$ cat config.mk
export PLATFORM = sky130hd
export DESIGN_NAME = booth_mul16
export DESIGN_NICKNAME = d
export VERILOG_FILES = /design/src/rtl/booth_mul_pkg.sv /design/src/rtl/booth_pp_row.sv /design/src/rtl/booth_csa.sv /design/src/rtl/booth_mul16.sv
export SDC_FILE = /design/constraint.sdc
export NUM_CORES = 1
export LEC_CHECK = 0
export CAP_MARGIN = 20
export CORE_UTILIZATION = 61
export CTS_CLUSTER_SIZE = 20
export DETAILED_ROUTE_END_ITERATION = 10
export DONT_BUFFER_PORTS = 1
export HOLD_SLACK_MARGIN = 0.1
export PLACE_DENSITY = 0.8
export SYNTH_ARGS = -nofsm -noshare
export SYNTH_HDL_FRONTEND = slang
export SYNTH_SLANG_ARGS = --single-unit
export TNS_END_PERCENT = 1
$ cat constraint.sdc
create_clock -name clk -period 0.8 [get_ports clk]
set_input_delay 0.16 -clock clk [delete_from_list [all_inputs] [get_ports clk]]
set_output_delay 0.16 -clock clk [all_outputs]
set_load 0.05 [all_outputs]
$ cat src/rtl/booth_mul_pkg.sv
package booth_mul_pkg;

  // Row controls for one radix-4 group
  typedef struct packed {
    logic single;
    logic dbl;
    logic neg;
  } booth_ctl_t;

  // Recode one group {x(2i+1), x(2i), x(2i-1)}
  function automatic booth_ctl_t booth_encode(input logic [2:0] g);
    booth_ctl_t c;
    c.single = g[1] ^ g[0];
    c.dbl    = (g[2] & ~g[1] & ~g[0]) | (~g[2] & g[1] & g[0]);
    c.neg    = g[2];
    return c;
  endfunction

  // Constant that replaces sign extension: each row i carries its inverted
  // sign at column (w+1+2i), which adds 2^(w+1+2i) too much; subtract that.
  function automatic logic [63:0] sext_const(input int w, input int rows);
    logic [63:0] k;
    k = '0;
    for (int i = 0; i < rows; i++) begin
      k = k - (64'd1 << (w + 1 + 2 * i));
    end
    return k;
  endfunction

endpackage

$ cat src/rtl/booth_pp_row.sv
module booth_pp_row
  import booth_mul_pkg::*;
#(
  parameter int W = 16
) (
  input  logic [W:0]   mcand_ext,  // multiplicand, extended by one bit
  input  logic [2:0]   grp,        // multiplier group
  output logic [W+1:0] row_bits,   // {~sign, pp[W:0]}
  output logic         neg         // +1 owed at the row's LSB column
);
  localparam int PPW = W + 2;

  booth_ctl_t ctl;
  logic [PPW:0]   yx;   // yx[j+1] = y(j), yx[0] = y(-1) = 0
  logic [PPW-1:0] pp;

  assign ctl = booth_encode(grp);
  assign yx  = {mcand_ext[W], mcand_ext, 1'b0};

  // Per-bit selector: single picks y(j), double picks y(j-1)
  for (genvar j = 0; j < PPW; j++) begin : g_sel
    assign pp[j] = ((ctl.single & yx[j+1]) | (ctl.dbl & yx[j])) ^ ctl.neg;
  end

  assign row_bits = {~pp[PPW-1], pp[PPW-2:0]};
  assign neg      = ctl.neg;

  // single and double never both active
  always_comb begin
    p_sel_exclusive_r3: assert (!(ctl.single && ctl.dbl))
      else $error("single and double both set");
  end

  // groups 000 and 111 select a zero multiple
  always_comb begin
    if (grp == 3'b000 || grp == 3'b111) begin
      p_zero_group_r3: assert (pp == {PPW{ctl.neg}})
        else $error("zero group produced non-zero row");
    end
  end

endmodule

$ cat src/rtl/booth_csa.sv
module booth_csa #(
  parameter int N = 32
) (
  input  logic [N-1:0] a,
  input  logic [N-1:0] b,
  input  logic [N-1:0] c,
  output logic [N-1:0] s,
  output logic [N-1:0] co   // carries, already moved up one column
);
  assign s = a ^ b ^ c;

  assign co[0] = 1'b0;
  for (genvar j = 0; j < N - 1; j++) begin : g_maj
    assign co[j+1] = (a[j] & b[j]) | (a[j] & c[j]) | (b[j] & c[j]);
  end

  // a 3:2 stage keeps the total modulo 2^N
  always_comb begin
    p_csa_conserve_r9: assert (N'(s + co) == N'(a + b + c))
      else $error("carry-save stage lost value");
  end

endmodule

$ cat src/rtl/booth_mul16.sv
module booth_mul16
  import booth_mul_pkg::*;
#(
  parameter int W = 16
) (
  input  logic           clk,
  input  logic           rst_n,
  input  logic           start,
  input  logic           signed_mode,
  input  logic [W-1:0]   mcand,
  input  logic [W-1:0]   mplier,
  output logic [2*W-1:0] product,
  output logic           done
);
  localparam int PW    = 2 * W;
  localparam int NPP   = W / 2 + 1;   // Booth rows
  localparam int NROWS = NPP + 1;     // plus the correction row
  localparam int NCSA  = NROWS - 2;
  localparam logic [63:0] KFULL = sext_const(W, NPP);
  localparam logic [PW-1:0] KSEXT = KFULL[PW-1:0];

  logic           ext_y, ext_x;
  logic [W:0]     mcand_ext;
  logic [W+2:0]   xe;                 // {x17, x16, x[15:0], x(-1)}
  logic [NPP-1:0] neg_v;
  logic [PW-1:0]  rows_v [NROWS];
  logic [PW-1:0]  acc_s  [NCSA+1];
  logic [PW-1:0]  acc_c  [NCSA+1];
  logic [PW-1:0]  corr_row;
  logic [PW-1:0]  prod_next;

  assign ext_y     = signed_mode & mcand[W-1];
  assign ext_x     = signed_mode & mplier[W-1];
  assign mcand_ext = {ext_y, mcand};
  assign xe        = {ext_x, ext_x, mplier, 1'b0};

  // Booth rows
  for (genvar i = 0; i < NPP; i++) begin : g_row
    logic [2:0]   grp;
    logic [W+1:0] rb;
    if (i == NPP - 1) begin : g_last
      // signed mode uses only W/2 rows
      assign grp = signed_mode ? 3'b000 : xe[2*i+2 : 2*i];
    end else begin : g_mid
      assign grp = xe[2*i+2 : 2*i];
    end
    booth_pp_row #(.W(W)) row_i (
      .mcand_ext (mcand_ext),
      .grp       (grp),
      .row_bits  (rb),
      .neg       (neg_v[i])
    );
    assign rows_v[i] = PW'(rb) << (2 * i);
  end

  // Correction row: negate carries at columns 2i, plus the sign constant
  always_comb begin
    corr_row = KSEXT;
    for (int i = 0; i < NPP; i++) begin
      corr_row[2*i] = corr_row[2*i] | neg_v[i];
    end
  end
  assign rows_v[NROWS-1] = corr_row;

  // Carry-save chain
  assign acc_s[0] = rows_v[0];
  assign acc_c[0] = rows_v[1];
  for (genvar k = 0; k < NCSA; k++) begin : g_csa
    booth_csa #(.N(PW)) csa_k (
      .a  (acc_s[k]),
      .b  (acc_c[k]),
      .c  (rows_v[k+2]),
      .s  (acc_s[k+1]),
      .co (acc_c[k+1])
    );
  end

  // Final carry-propagate adder
  assign prod_next = acc_s[NCSA] + acc_c[NCSA];

  // Output register
  always_ff @(posedge clk or negedge rst_n) begin
    if (!rst_n) begin
      product <= '0;
      done    <= 1'b0;
    end else begin
      done <= start;
      if (start) product <= prod_next;
    end
  end

  // done follows start by one cycle
  p_done_after_start_r5: assert property (@(posedge clk) disable iff (!rst_n)
    start |=> done);
  // no done without a start
  p_no_stray_done_r5: assert property (@(posedge clk) disable iff (!rst_n)
    !start |=> !done);
  // product holds while idle
  p_hold_idle_r6: assert property (@(posedge clk) disable iff (!rst_n)
    !start |=> $stable(product));
  // reset state
  always_comb begin
    if (!rst_n) begin
      p_reset_clear_r8: assert (product == '0 && !done)
        else $error("outputs not clear in reset");
    end
  end

endmodule

Word-level counts from Yosys, hierarchy flattened
Cells that the tools add are included.
{ "word_totals": {"output_inout_bits": 33, "wordCells": 1374, "memories": 0, "regBits": 33, "ram_bits": 0, "romBits": 0, "latch_bits": 0, "input_bits": 36} }
{ "op_classes": {"n_reduce_logical": 0, "bitwise_logic": 1370, "shifts": 0, "magnitude_cmp": 0, "add_sub_neg": 1, "n_mul": 0, "n_eq_ne": 0, "muxes": 1, "div": 0} }
{ "op_table": {"columns": ["cell", "count"], "rows": [
  ["1-bit AND", 752],
  ["1-bit bitwise OR", 407],
  ["1-bit XOR", 168],
  ["32-bit XOR", 4],
  ["32-bit by 31-bit XOR with 32-bit output", 2],
  ["32-bit adder", 1],
  ["32-bit by 21-bit XOR with 32-bit output", 1],
  ["32-bit by 22-bit XOR with 32-bit output", 1],
  ["32-bit by 24-bit XOR with 32-bit output", 1],
  ["32-bit by 25-bit XOR with 32-bit output", 1],
  ["32-bit by 26-bit XOR with 32-bit output", 1],
  ["32-bit by 27-bit XOR with 32-bit output", 1],
  ["32-bit by 28-bit XOR with 32-bit output", 1],
  ["32-bit by 29-bit XOR with 32-bit output", 1],
  ["32-bit by 30-bit XOR with 32-bit output", 1],
  ["1-bit NOT", 27],
  ["18-bit by 20-bit XOR with 20-bit output", 1],
  ["3-bit 2-to-1 mux", 1]
]} }

Depth between registers and ports, before layout
Gate-level depths: netlist (run 1).
{ "depth": {"ltp_word": 32, "mapped_depth": 27, "mapped_depth_nobuf": 24} }

Modules after synthesis
A second synthesis (run 1) with hierarchy kept.
{ "unflattened": {"cells_unflattened": 1712, "area_unflattened_um2": 16336.9} }
{ "modules_own_cells": {"columns": ["module", "cells_per_inst", "area_per_inst_um2", "seq_area_each_um2", "instances"], "rows": [
  ["booth_pp_row", 122, 892.1, 0.0, 9],
  ["booth_csa", 34, 655.6, 0.0, 8],
  ["booth_mul16", 342, 3062.9, 825.8, 1]
]} }

Worst setup path before layout (run 1)
OpenSTA, ideal clock, no wires.
{ "synth_path": {"kind": "in2reg", "startpoint": "input port mplier[3]", "endpoint": "register product[21]", "setup_ps": 120, "slack_ps": -6161, "path_buffers": 5, "arrival_ps": 6842, "path_stages": 23, "t_required_ps": 680, "cell_sequence": "clkbuf_1 clkbuf_1 buf_1 buf_1 a21oi_1 fa_1 inv_1 fa_1 fa_1 fa_1 fa_1 fa_1 fa_1 fa_1 inv_1 ha_1 buf_2 a211oi_1 nor2_1 a2111oi_4 a21oi_2 or3_1 a31o_1"} }
{ "synth_between": {"elab_chain_len": 32, "elab_cells_between_ends": 595, "cone_classes": "add/sub (1); bitwise (594)"} }
{ "synth_lines": {"columns": ["element", "line", "rtl"], "rows": [
  ["start, declared", "booth_mul16.sv:11", "input logic [W-1:0] mplier,"],
  ["1-bit NOT", "booth_mul_pkg.sv:14", "c.dbl = (g[2] & ~g[1] & ~g[0]) | (~g[2] & g[1] & g[0]);"],
  ["1-bit AND (2 in a row)", "booth_mul_pkg.sv:14", null],
  ["1-bit bitwise OR", "booth_mul_pkg.sv:14", null],
  ["1-bit AND", "booth_pp_row.sv:22", "assign pp[j] = ((ctl.single & yx[j+1]) | (ctl.dbl & yx[j])) ^ ctl.neg;"],
  ["1-bit bitwise OR", "booth_pp_row.sv:22", null],
  ["1-bit XOR", "booth_pp_row.sv:22", null],
  ["1-bit AND", "booth_csa.sv:14", "assign co[j+1] = (a[j] & b[j]) | (a[j] & c[j]) | (b[j] & c[j]);"],
  ["1-bit bitwise OR (2 in a row)", "booth_csa.sv:14", null],
  ["[... 10 more ...]", null, null],
  ["1-bit bitwise OR (2 in a row)", "booth_csa.sv:14", null],
  ["1-bit AND", "booth_csa.sv:14", null],
  ["1-bit bitwise OR (2 in a row)", "booth_csa.sv:14", null],
  ["1-bit AND", "booth_csa.sv:14", null],
  ["1-bit bitwise OR (2 in a row)", "booth_csa.sv:14", null],
  ["1-bit AND", "booth_csa.sv:14", null],
  ["1-bit bitwise OR (2 in a row)", "booth_csa.sv:14", null],
  ["32-bit adder (*)", "booth_mul16.sv:79", "assign prod_next = acc_s[NCSA] + acc_c[NCSA];"],
  ["end signal, assigned", "booth_mul16.sv:88", "if (start) product <= prod_next;"],
  ["end, declared", "booth_mul16.sv:12", "output logic [2*W-1:0] product,"]
]} }
Every way passes the cells marked *; elsewhere a longest branch is shown, timed or not.
A chain may end at the register's enable or synchronous reset.

Final worst setup path (run 1)
Ends and elaborated chain as after synthesis.

==> results.sh, run 1 <==
export IMPL_status="complete, but fails checks"
export IMPL_violations="hold timing, setup timing"
export IMPL_async_reset_ff_share_pct=100
export IMPL_slowest_delay_ns=0.56
export IMPL_synthCells=1584
export IMPL_layout_cells_non_filler=1847
export IMPL_diodes=0
export IMPL_slew_limit_headroom_pct=59.2
export IMPL_first_pass_iters=7
export IMPL_grt_start_max_net_pins=98
export IMPL_cts_sinks=33
export IMPL_whs_ns=-0.436
export IMPL_finalClockSkew_ns=0
export IMPL_yosys_area_top_type="fa_1"
export IMPL_crit_top_cell="fa_1"
export IMPL_post_drt_wl_per_cell_um=18.8
export IMPL_die_w_um=140
export IMPL_tightest_slew_ns=0.596
export IMPL_drc_errors=0
export IMPL_area_delta_synth_final_pct=16.2
export IMPL_antenna_found_initial=0
export IMPL_rsz0062_at_grt="true"
export IMPL_ant_nets=0
export IMPL_finalWorstSetupSlack_ns=-5.55
export IMPL_cts_buffers=5
export IMPL_fin_nets=1848
export IMPL_layout_drive_gt1_share_pct=17.9
export IMPL_cts_reportedPaths_clkPinSlew_ns=0.06
export IMPL_ys_ff_latch=33
export IMPL_ys_warn_count=0
export IMPL_grt_use_total_pct=34.6
export IMPL_synthTopCellsByArea="fa_1 (19%), ha_1 (9.9%), dfrtp_1 (7.1%), a21oi_1 (6.9%), nand2_1 (6.0%)"
export IMPL_die_area_mm2=0.0197
export IMPL_grt_pass1_vias=11310
export IMPL_totalWireLength_mm=34.7
export IMPL_drt_iter0_drc=1319
export IMPL_worstSetupPathType="input pin to flip-flop"
export IMPL_cts_htree_levels=2
export IMPL_cp_slowest_cell="fa_1"
export IMPL_preCtsSetupSlack_ns=-5.96
export IMPL_place_hpwl_mm=23.7
export IMPL_crit_chain="and2_1, buf_4, buf_4, a21oi_1, o22ai_1, a21oi_2, fa_1, inv_1, fa_1, fa_2, fa_1, fa_1, inv_1, ha_1, ha_1, fa_1, ha_4, a41oi_2, o21ai_2, a2111oi_4, a21oi_2, or3_1, a31o_1"
export IMPL_timing_fmax_ghz=0.157
export IMPL_finalCriticalPeriod_ns=6.35
export IMPL_yosys_area_top_type_share_pct=18.5
export IMPL_core_area_mm2=0.0187
export IMPL_finalHoldViolCount=41
export IMPL_worst_path_max_fanout=97
export IMPL_cts_tree="built"
export IMPL_cp_top_family="adder cells"
export IMPL_n_fill_cell=1364
export IMPL_syn_nets=1820
export IMPL_fin_setup_tns_ns=-142.65
export IMPL_io_buffers=0
export IMPL_num_rows=50
export IMPL_timing_critical_path_buf_inv=4
export IMPL_vias=12326
export IMPL_hold_path_class="input pin to asynchronous set/reset pin"
export IMPL_clock_path_buffers=2
export IMPL_regArea_um2=826
export IMPL_synth_seq_area_share_pct=7.08
export IMPL_via_per_inst=6.67
export IMPL_critical_path_arrival_ns=6.53
export IMPL_dp_cells=1836
export IMPL_setup_viol=64
export IMPL_pin_count=69
export IMPL_start_util_pct=62.3
export IMPL_insertion_delay_ns=0.28
export IMPL_synth_edff_count=0
export IMPL_cts_root_buf="clkbuf_16"
export IMPL_critPathCaptureType="flip-flop"
export IMPL_critPathRequiredTime_ns=0.98
export IMPL_drv_cap=0
export IMPL_place_congestion=0.935
export IMPL_syn_avg_cell_area_um2=7.36
export IMPL_start_kind="input pin"
export IMPL_grt_pass1_wl_mm=55.9
export IMPL_die_h_um=140
export IMPL_syn_cell_area_mm2=0.0117
export IMPL_drv_slew=0
export IMPL_grt_overflow=0
export IMPL_yosys_most_used_dff="dfrtp_1"
export IMPL_yosys_cell_types_count=60
export IMPL_multiInputGateArea_mm2=0.0101
export IMPL_finalCritPeriodShare_pct=794
## logic make-up after synthesis
family	after synthesis	synth area share, %
AOI/OAI and AO/OA	522	28.6
xor gates and xnor gates	36	2.70
adders and majority gates	266	34.1
buffers and inverters	286	9.28
DFF	33	7.08
muxes	18	1.71
other	1	0.0322
and+or+nand+nor	422	16.5
## stage by stage
| stage | instance area, µm² | util [%] |
|---|---|---|
| final | 13600 | 72.5 |
| after global routing | 13600 | 72.5 |
| after CTS | 13500 | 71.9 |
| after detailed placement | 12900 | 69.1 |
| after global placement | 12900 | 69.1 |
| after floorplan | 11800 | - |
## per-layer routing
metal / vias up / part of all wire (%) / GRT usage [%] / routed length [µm]
met4: 0 / 3.7 / 11.9 / 1290
met1: 5882 / 39 / 44.5 / 13500
met3: 126 / 7.9 / 4.62 / 2740
li1: 5680 / - / - / -
met5: - / 0 / 0 / 0
met2: 638 / 50 / 59.8 / 17200
## state kept, by name, summed over array words and instances, names as in the netlist
name and flops:
done 1, product 32
## final cells by class
type,count,share of cell area (%)
Tap cell,234,2.16
Multi-Input combinational cell,1265,74.6
Clock buffer,7,1.05
Sequential cell,33,6.09
Clock inverter,1,0.222
Inverter,107,2.98
Timing Repair Buffer,200,12.9
## path summary, 6_finish.rpt
check	slack [ns]	start	cells past startpoint	endpoint
min in group clk	-0.10	start	0	done
max in group asynchronous	1.14	rst_n	0	product[8]
max	-5.55	mplier[3]	23	product[21]
min	-0.44	rst_n	0	product[30]
min reg2reg	0.52	product[24]	2	product[24]
max reg2reg	-0.06	product[27]	2	product[27]
## cell usage after synthesis (18+ instances only)
cell type,count
o22ai_1,76
buf_1,45
a221oi_1,18
xnor2_1,20
o31ai_1,27
inv_1,107
clkbuf_1,129
nand3_1,28
nor2b_1,57
o311a_1,20
fa_1,108
a211oi_1,25
o21ai_0,91
nand2_1,186
maj3_1,66
ha_1,92
dfrtp_1,33
nor2_1,85
a22oi_1,40
a21oi_1,161
## repair_timing
action | CTS | global route
buffers inserted | 3 | 0
hold endpoints to repair | 61 | 59
setup endpoints to repair | 64 | 64
pin swaps | 18 | 5
gates resized for setup | 69 | 20
## placed cells by master (no fill, tap or decap), types with 17 or more instances in the layout
cell type  instances
dfrtp_1           33
a221oi_1          17
xnor2_1           19
inv_1            105
ha_1              80
a21oi_1          147
a211oi_1          18
o21ai_0           84
o22ai_1           74
maj3_1            66
nor2_1            84
nand3_1           28
buf_6             25
o31ai_1           24
o311a_1           20
a22oi_1           40
buf_4            163
fa_1             102
nor2b_1           57
nand2_1          185
Power of run 1 is left out: the tool's default activity adds up to more than one toggle a clock period on the data nets, which glitch-free logic cannot reach.
==> run 2: changes to the inputs <==
CORE_ASPECT_RATIO = 0.9   (was default)
GPL_ROUTABILITY_DRIVEN = 0   (was default)
SETUP_SLACK_MARGIN = 0.15   (was default)
==> run 2 against run 1 <==
Against the previous run:
- the flow still finishes with violations (hold timing, setup timing)
- critical path type unchanged
- highest routed layer unchanged
- non-clock buffer count up 1
- sequential share of layout area barely moved
- critical path depth rose by 4
- first-iteration DRC count rose by 10%
==> results.sh, run 2 (synthesis results as in run 1) <==
export IMPL_place_hpwl_mm=24.1
export IMPL_io_buffers=0
export IMPL_diodes=0
export IMPL_n_fill_cell=1328
export IMPL_status="complete, but fails checks"
export IMPL_via_per_inst=6.59
export IMPL_cts_buffers=5
export IMPL_die_w_um=148
export IMPL_drv_cap=0
export IMPL_die_area_mm2=0.0197
export IMPL_fin_nets=1849
export IMPL_drt_iter0_drc=1454
export IMPL_reg_top3="product: 32 flops, done: 1 flops"
export IMPL_worstReg2RegEnd="product[28]"
export IMPL_grt_use_total_pct=34.6
export IMPL_antenna_found_initial=0
export IMPL_cts_sinks=33
export IMPL_critical_path_arrival_ns=6.41
export IMPL_hold_path_class="input pin to asynchronous set/reset pin"
export IMPL_finalCriticalPeriod_ns=6.26
export IMPL_cts_tree="built"
export IMPL_finalWorstSetupSlack_ns=-5.46
export IMPL_totalWireLength_mm=34.1
export IMPL_post_drt_wl_per_cell_um=18.3
export IMPL_insertion_delay_ns=0.28
export IMPL_largest_register_ffs=32
export IMPL_finalHoldViolCount=41
export IMPL_layout_common_cells="nand2_1 (184), buf_4 (163), a21oi_1 (147)"
export IMPL_preCtsSetupSlack_ns=-5.98
export IMPL_r2r_slack_ns=-0.07
export IMPL_setup_viol=64
export IMPL_grt_pass1_wl_mm=56.0
export IMPL_largest_register="product"
export IMPL_violations="hold timing, setup timing"
export IMPL_grt_start_max_net_pins=98
export IMPL_drv_slew=0
export IMPL_ant_nets=0
export IMPL_grt_overflow=0
export IMPL_vias=12247
export IMPL_whs_ns=-0.431
export IMPL_cts_root_buf="clkbuf_16"
export IMPL_timing_fmax_ghz=0.160
export IMPL_tightest_slew_ns=0.527
export IMPL_start_kind="input pin"
export IMPL_finalCritPeriodShare_pct=782
export IMPL_die_h_um=133
export IMPL_core_area_mm2=0.0185
export IMPL_drc_errors=0
export IMPL_fin_setup_tns_ns=-141.90
export IMPL_worstReg2RegStart="product[28]"
export IMPL_rsz0062_at_grt="true"
export IMPL_cts_htree_levels=2
export IMPL_start_util_pct=62.9
export IMPL_pin_count=69
export IMPL_critPathRequiredTime_ns=0.95
export IMPL_num_rows=47
export IMPL_grt_pass1_vias=11596
export IMPL_critPathCaptureType="flip-flop"
export IMPL_worst_path_max_fanout=97
export IMPL_finalClockSkew_ns=0
export IMPL_area_delta_synth_final_pct=15.9
export IMPL_worstSetupPathType="input pin to flip-flop"
export IMPL_ff2ff_path_depth=1
export IMPL_clock_path_buffers=2
export IMPL_layout_drive_gt1_share_pct=17.8
export IMPL_first_pass_iters=6
export IMPL_cts_reportedPaths_clkPinSlew_ns=0.05
export IMPL_slew_limit_headroom_pct=64.8
export IMPL_layout_commonest_cell="nand2_1"
-- run 2: cell types whose count changed in the layout (fill, tap and decap cells not counted), sizes merged --
cell	previous run	this run
clkinv	0	2
buf	200	201
bufinv	1	0
clkbuf	7	6
-- run 2: layer usage --
layer	global-route usage [%]	vias up	share of wire, %
li1	-	5669	-
met1	45.6	5852	40
met2	56.6	621	48
met3	5.89	105	8.8
met4	13.3	0	3.2
met5	0	-	0
-- run 2: layout make-up --
class | instances | area [µm²] | area share, %
inverter | 107 | 402 | 2.97
timing repair buffer | 201 | 1760 | 13.0
sequential | 33 | 827 | 6.12
multi-input combinational | 1265 | 10100 | 74.6
clock buffer | 6 | 129 | 0.953
tap | 245 | 307 | 2.27
clock inverter | 2 | 10.0 | 0.0741
-- run 2: worst max-delay path: stages --
cell       delay (ns)
and2_1           0.17
buf_4            0.16
a21oi_1          0.15
o22ai_1          0.10
a21oi_1          0.18
fa_1             0.43
inv_1            0.07
fa_1             0.43
fa_1             0.52
fa_1             0.43
fa_1             0.51
inv_1            0.06
fa_1             0.37
inv_1            0.09
fa_2             0.43
fa_1             0.50
inv_2            0.05
ha_4             0.22
nand4_1          0.12
buf_4            0.14
nor2_2           0.04
a2111oi_4        0.36
buf_4            0.21
buf_6            0.12
nand3b_1         0.09
mux2i_1          0.15
nand4_1          0.10
-- run 2: repair_timing --
item | in CTS | in global routing
endpoints found under the hold margin | 61 | 60
endpoints found under the setup margin | 65 | 65
pin swaps | 26 | 6
gates resized for setup | 69 | 10
setup buffers | 1 | 2
-- run 2: per-stage QoR --
step / hold WS [ns] / instance area (µm²) / cells / util (%)
after floorplan: -0.136 / 11800 / 1584 / -
after global placement: -0.135 / 13000 / 1848 / 70.0
after detailed placement: -0.135 / 13000 / 1848 / 70.0
after CTS: -0.433 / 13500 / 1857 / 72.6
after global routing: -0.441 / 13500 / 1859 / 73.0
final: -0.431 / 13500 / 1859 / 73.0
-- run 2: how the worst max path moves through the flow --
| stage | startpoint | slack, ns | end |
|---|---|---|---|
| floorplan | mplier[3] | -5.64 | product[21] |
| global placement | mplier[1] | -5.80 | product[21] |
| detailed placement | mplier[1] | -5.98 | product[23] |
| CTS | mplier[3] | -5.29 | product[31] |
| global route | mplier[3] | -5.66 | product[31] |
| finish | mplier[3] | -5.46 | product[31] |
Power of run 2 is left out for the same reason.
==> run 3: changes to the inputs <==
--- a/constraint.sdc
+++ b/constraint.sdc
@@ -3,2 +3,2 @@
 set_output_delay 0.16 -clock clk [all_outputs]
-set_load 0.05 [all_outputs]
+set_load 0.01 [all_outputs]
==> run 3 against run 2 <==
Against the previous run:
- the run still ends with hold timing, setup timing left
- worst setup slack got worse by 0.17 ns
- first-iteration DRC count increased by 11%
- highest routed layer unchanged
- non-clock buffer count decreased by 1
- critical path type unchanged
- sequential share of layout area increased by 0.070 points
- utilization decreased by 0.83 points
- clock-buffer cell count decreased by 1
- cell count about the same
- register-to-register slack improved by 0.02 ns
- wire length increased by 0.83%
==> results.sh, run 3 (synthesis results as in run 1) <==
export IMPL_worstReg2RegEnd="product[28]"
export IMPL_cts_reportedPaths_clkPinSlew_ns=0.06
export IMPL_cts_buffers=5
export IMPL_grt_use_total_pct=35.0
export IMPL_finalCriticalPeriod_ns=6.43
export IMPL_vias=12244
export IMPL_setup_viol=64
export IMPL_critPathCaptureType="flip-flop"
export IMPL_layout_cells_non_filler=1858
export IMPL_reg_top3="product: 32 flops, done: 1 flops"
export IMPL_largest_register_ffs=32
export IMPL_clock_path_buffers=2
export IMPL_via_per_inst=6.59
export IMPL_place_hpwl_mm=24.1
export IMPL_first_pass_iters=6
export IMPL_io_buffers=0
export IMPL_area_delta_synth_final_pct=14.6
export IMPL_post_drt_wl_per_cell_um=18.5
export IMPL_critical_path_arrival_ns=6.59
export IMPL_layout_drive_gt1_share_pct=18.2
export IMPL_violations="hold timing, setup timing"
export IMPL_worst_path_max_fanout=97
export IMPL_n_fill_cell=1359
export IMPL_fin_setup_tns_ns=-141.47
export IMPL_totalWireLength_mm=34.4
export IMPL_finalCritPeriodShare_pct=803
export IMPL_tightest_slew_ns=0.509
export IMPL_diodes=0
export IMPL_pin_count=69
export IMPL_whs_ns=-0.438
export IMPL_critPathRequiredTime_ns=0.96
export IMPL_layout_commonest_cell="nand2_1"
export IMPL_start_kind="input pin"
export IMPL_drv_slew=0
export IMPL_insertion_delay_ns=0.28
export IMPL_finalClockSkew_ns=0
export IMPL_drc_errors=0
export IMPL_fin_nets=1848
export IMPL_drv_cap=0
export IMPL_layout_common_cells="nand2_1 (183), buf_4 (172), a21oi_1 (146)"
export IMPL_die_area_mm2=0.0197
export IMPL_hold_path_class="input pin to asynchronous set/reset pin"
export IMPL_num_rows=47
export IMPL_worstSetupPathType="input pin to flip-flop"
export IMPL_grt_pass1_wl_mm=56.5
export IMPL_grt_overflow=0
export IMPL_die_h_um=133
export IMPL_start_util_pct=62.9
export IMPL_finalWorstSetupSlack_ns=-5.63
export IMPL_worstReg2RegStart="product[28]"
export IMPL_cts_sinks=33
export IMPL_die_w_um=148
export IMPL_finalHoldViolCount=41
export IMPL_dp_cells=1845
export IMPL_ant_nets=0
export IMPL_cts_root_buf="clkbuf_16"
export IMPL_status="complete, but fails checks"
export IMPL_drt_iter0_drc=1610
export IMPL_r2r_slack_ns=-0.05
export IMPL_slew_limit_headroom_pct=65.7
export IMPL_antenna_found_initial=0
export IMPL_core_area_mm2=0.0185
export IMPL_timing_fmax_ghz=0.156
export IMPL_grt_start_max_net_pins=98
export IMPL_rsz0062_at_grt="true"
export IMPL_cts_htree_levels=2
export IMPL_cts_tree="built"
export IMPL_grt_pass1_vias=11597
export IMPL_largest_register="product"
export IMPL_ff2ff_path_depth=1
-- run 3: how the worst max path moves through the flow --
stage,startpoint,to,slack (ns)
after floorplan,mplier[3],product[21],-5.64
after global placement,mplier[3],product[21],-5.79
after detailed placement,mplier[3],product[23],-5.98
after CTS,mplier[1],product[31],-5.39
after global routing,mplier[3],product[31],-5.80
final,mplier[3],product[31],-5.63
-- run 3: area by class of cell --
cell class	instances	area, µm²	area share (%)
multi-input combinational	1265	10100	75.3
timing repair buffer	200	1620	12.1
tap	245	307	2.29
inverter	107	402	3.01
clock buffer	5	125	0.936
clock inverter	3	17.5	0.131
sequential	33	827	6.19
-- run 3: what timing repair did --
item,4_1_cts,5_1_grt
buffers inserted,5,0
endpoints found under the hold margin,61,60
endpoints found under the setup margin,65,65
resized for setup,68,21
pin swaps,40,12
-- run 3: metrics by stage --
| step | utilization, % | hold slack, ns | setup WS (ns) | instance area (µm²) |
|---|---|---|---|---|
| 3_5_place_dp | 69.1 | -0.135 | -5.98 | 12800 |
| 5_1_grt | 72.1 | -0.441 | -5.80 | 13400 |
| 2_1_floorplan | - | -0.136 | -5.64 | 11800 |
| 6_report | 72.1 | -0.438 | -5.63 | 13400 |
| 4_1_cts | 71.7 | -0.433 | -5.39 | 13300 |
| 3_3_place_gp | 69.1 | -0.135 | -5.79 | 12800 |
-- run 3: worst max-delay path, cell delays in order --
cell and delay, ns:
maj3_1 0.37, o22ai_2 0.18, a21oi_2 0.06, fa_1 0.54, inv_2 0.05, fa_1 0.54
fa_1 0.44, fa_1 0.44, fa_2 0.57, fa_2 0.46, fa_2 0.55, fa_1 0.43
inv_2 0.09, ha_4 0.20, nand4_1 0.20, nor2_2 0.09, a2111oi_4 0.46, buf_4 0.20
buf_6 0.10, nand3b_1 0.09, mux2i_1 0.18, nand4_1 0.11
-- run 3: routing by layer --
layer	share of wire (%)	GRT usage, %	up-vias
met1	41	46.9	5810
met4	2.7	12.7	0
met2	48	58.3	669
met3	8.8	3.90	92
met5	0	0	-
li1	-	-	5673
Power of run 3 is left out for the same reason.
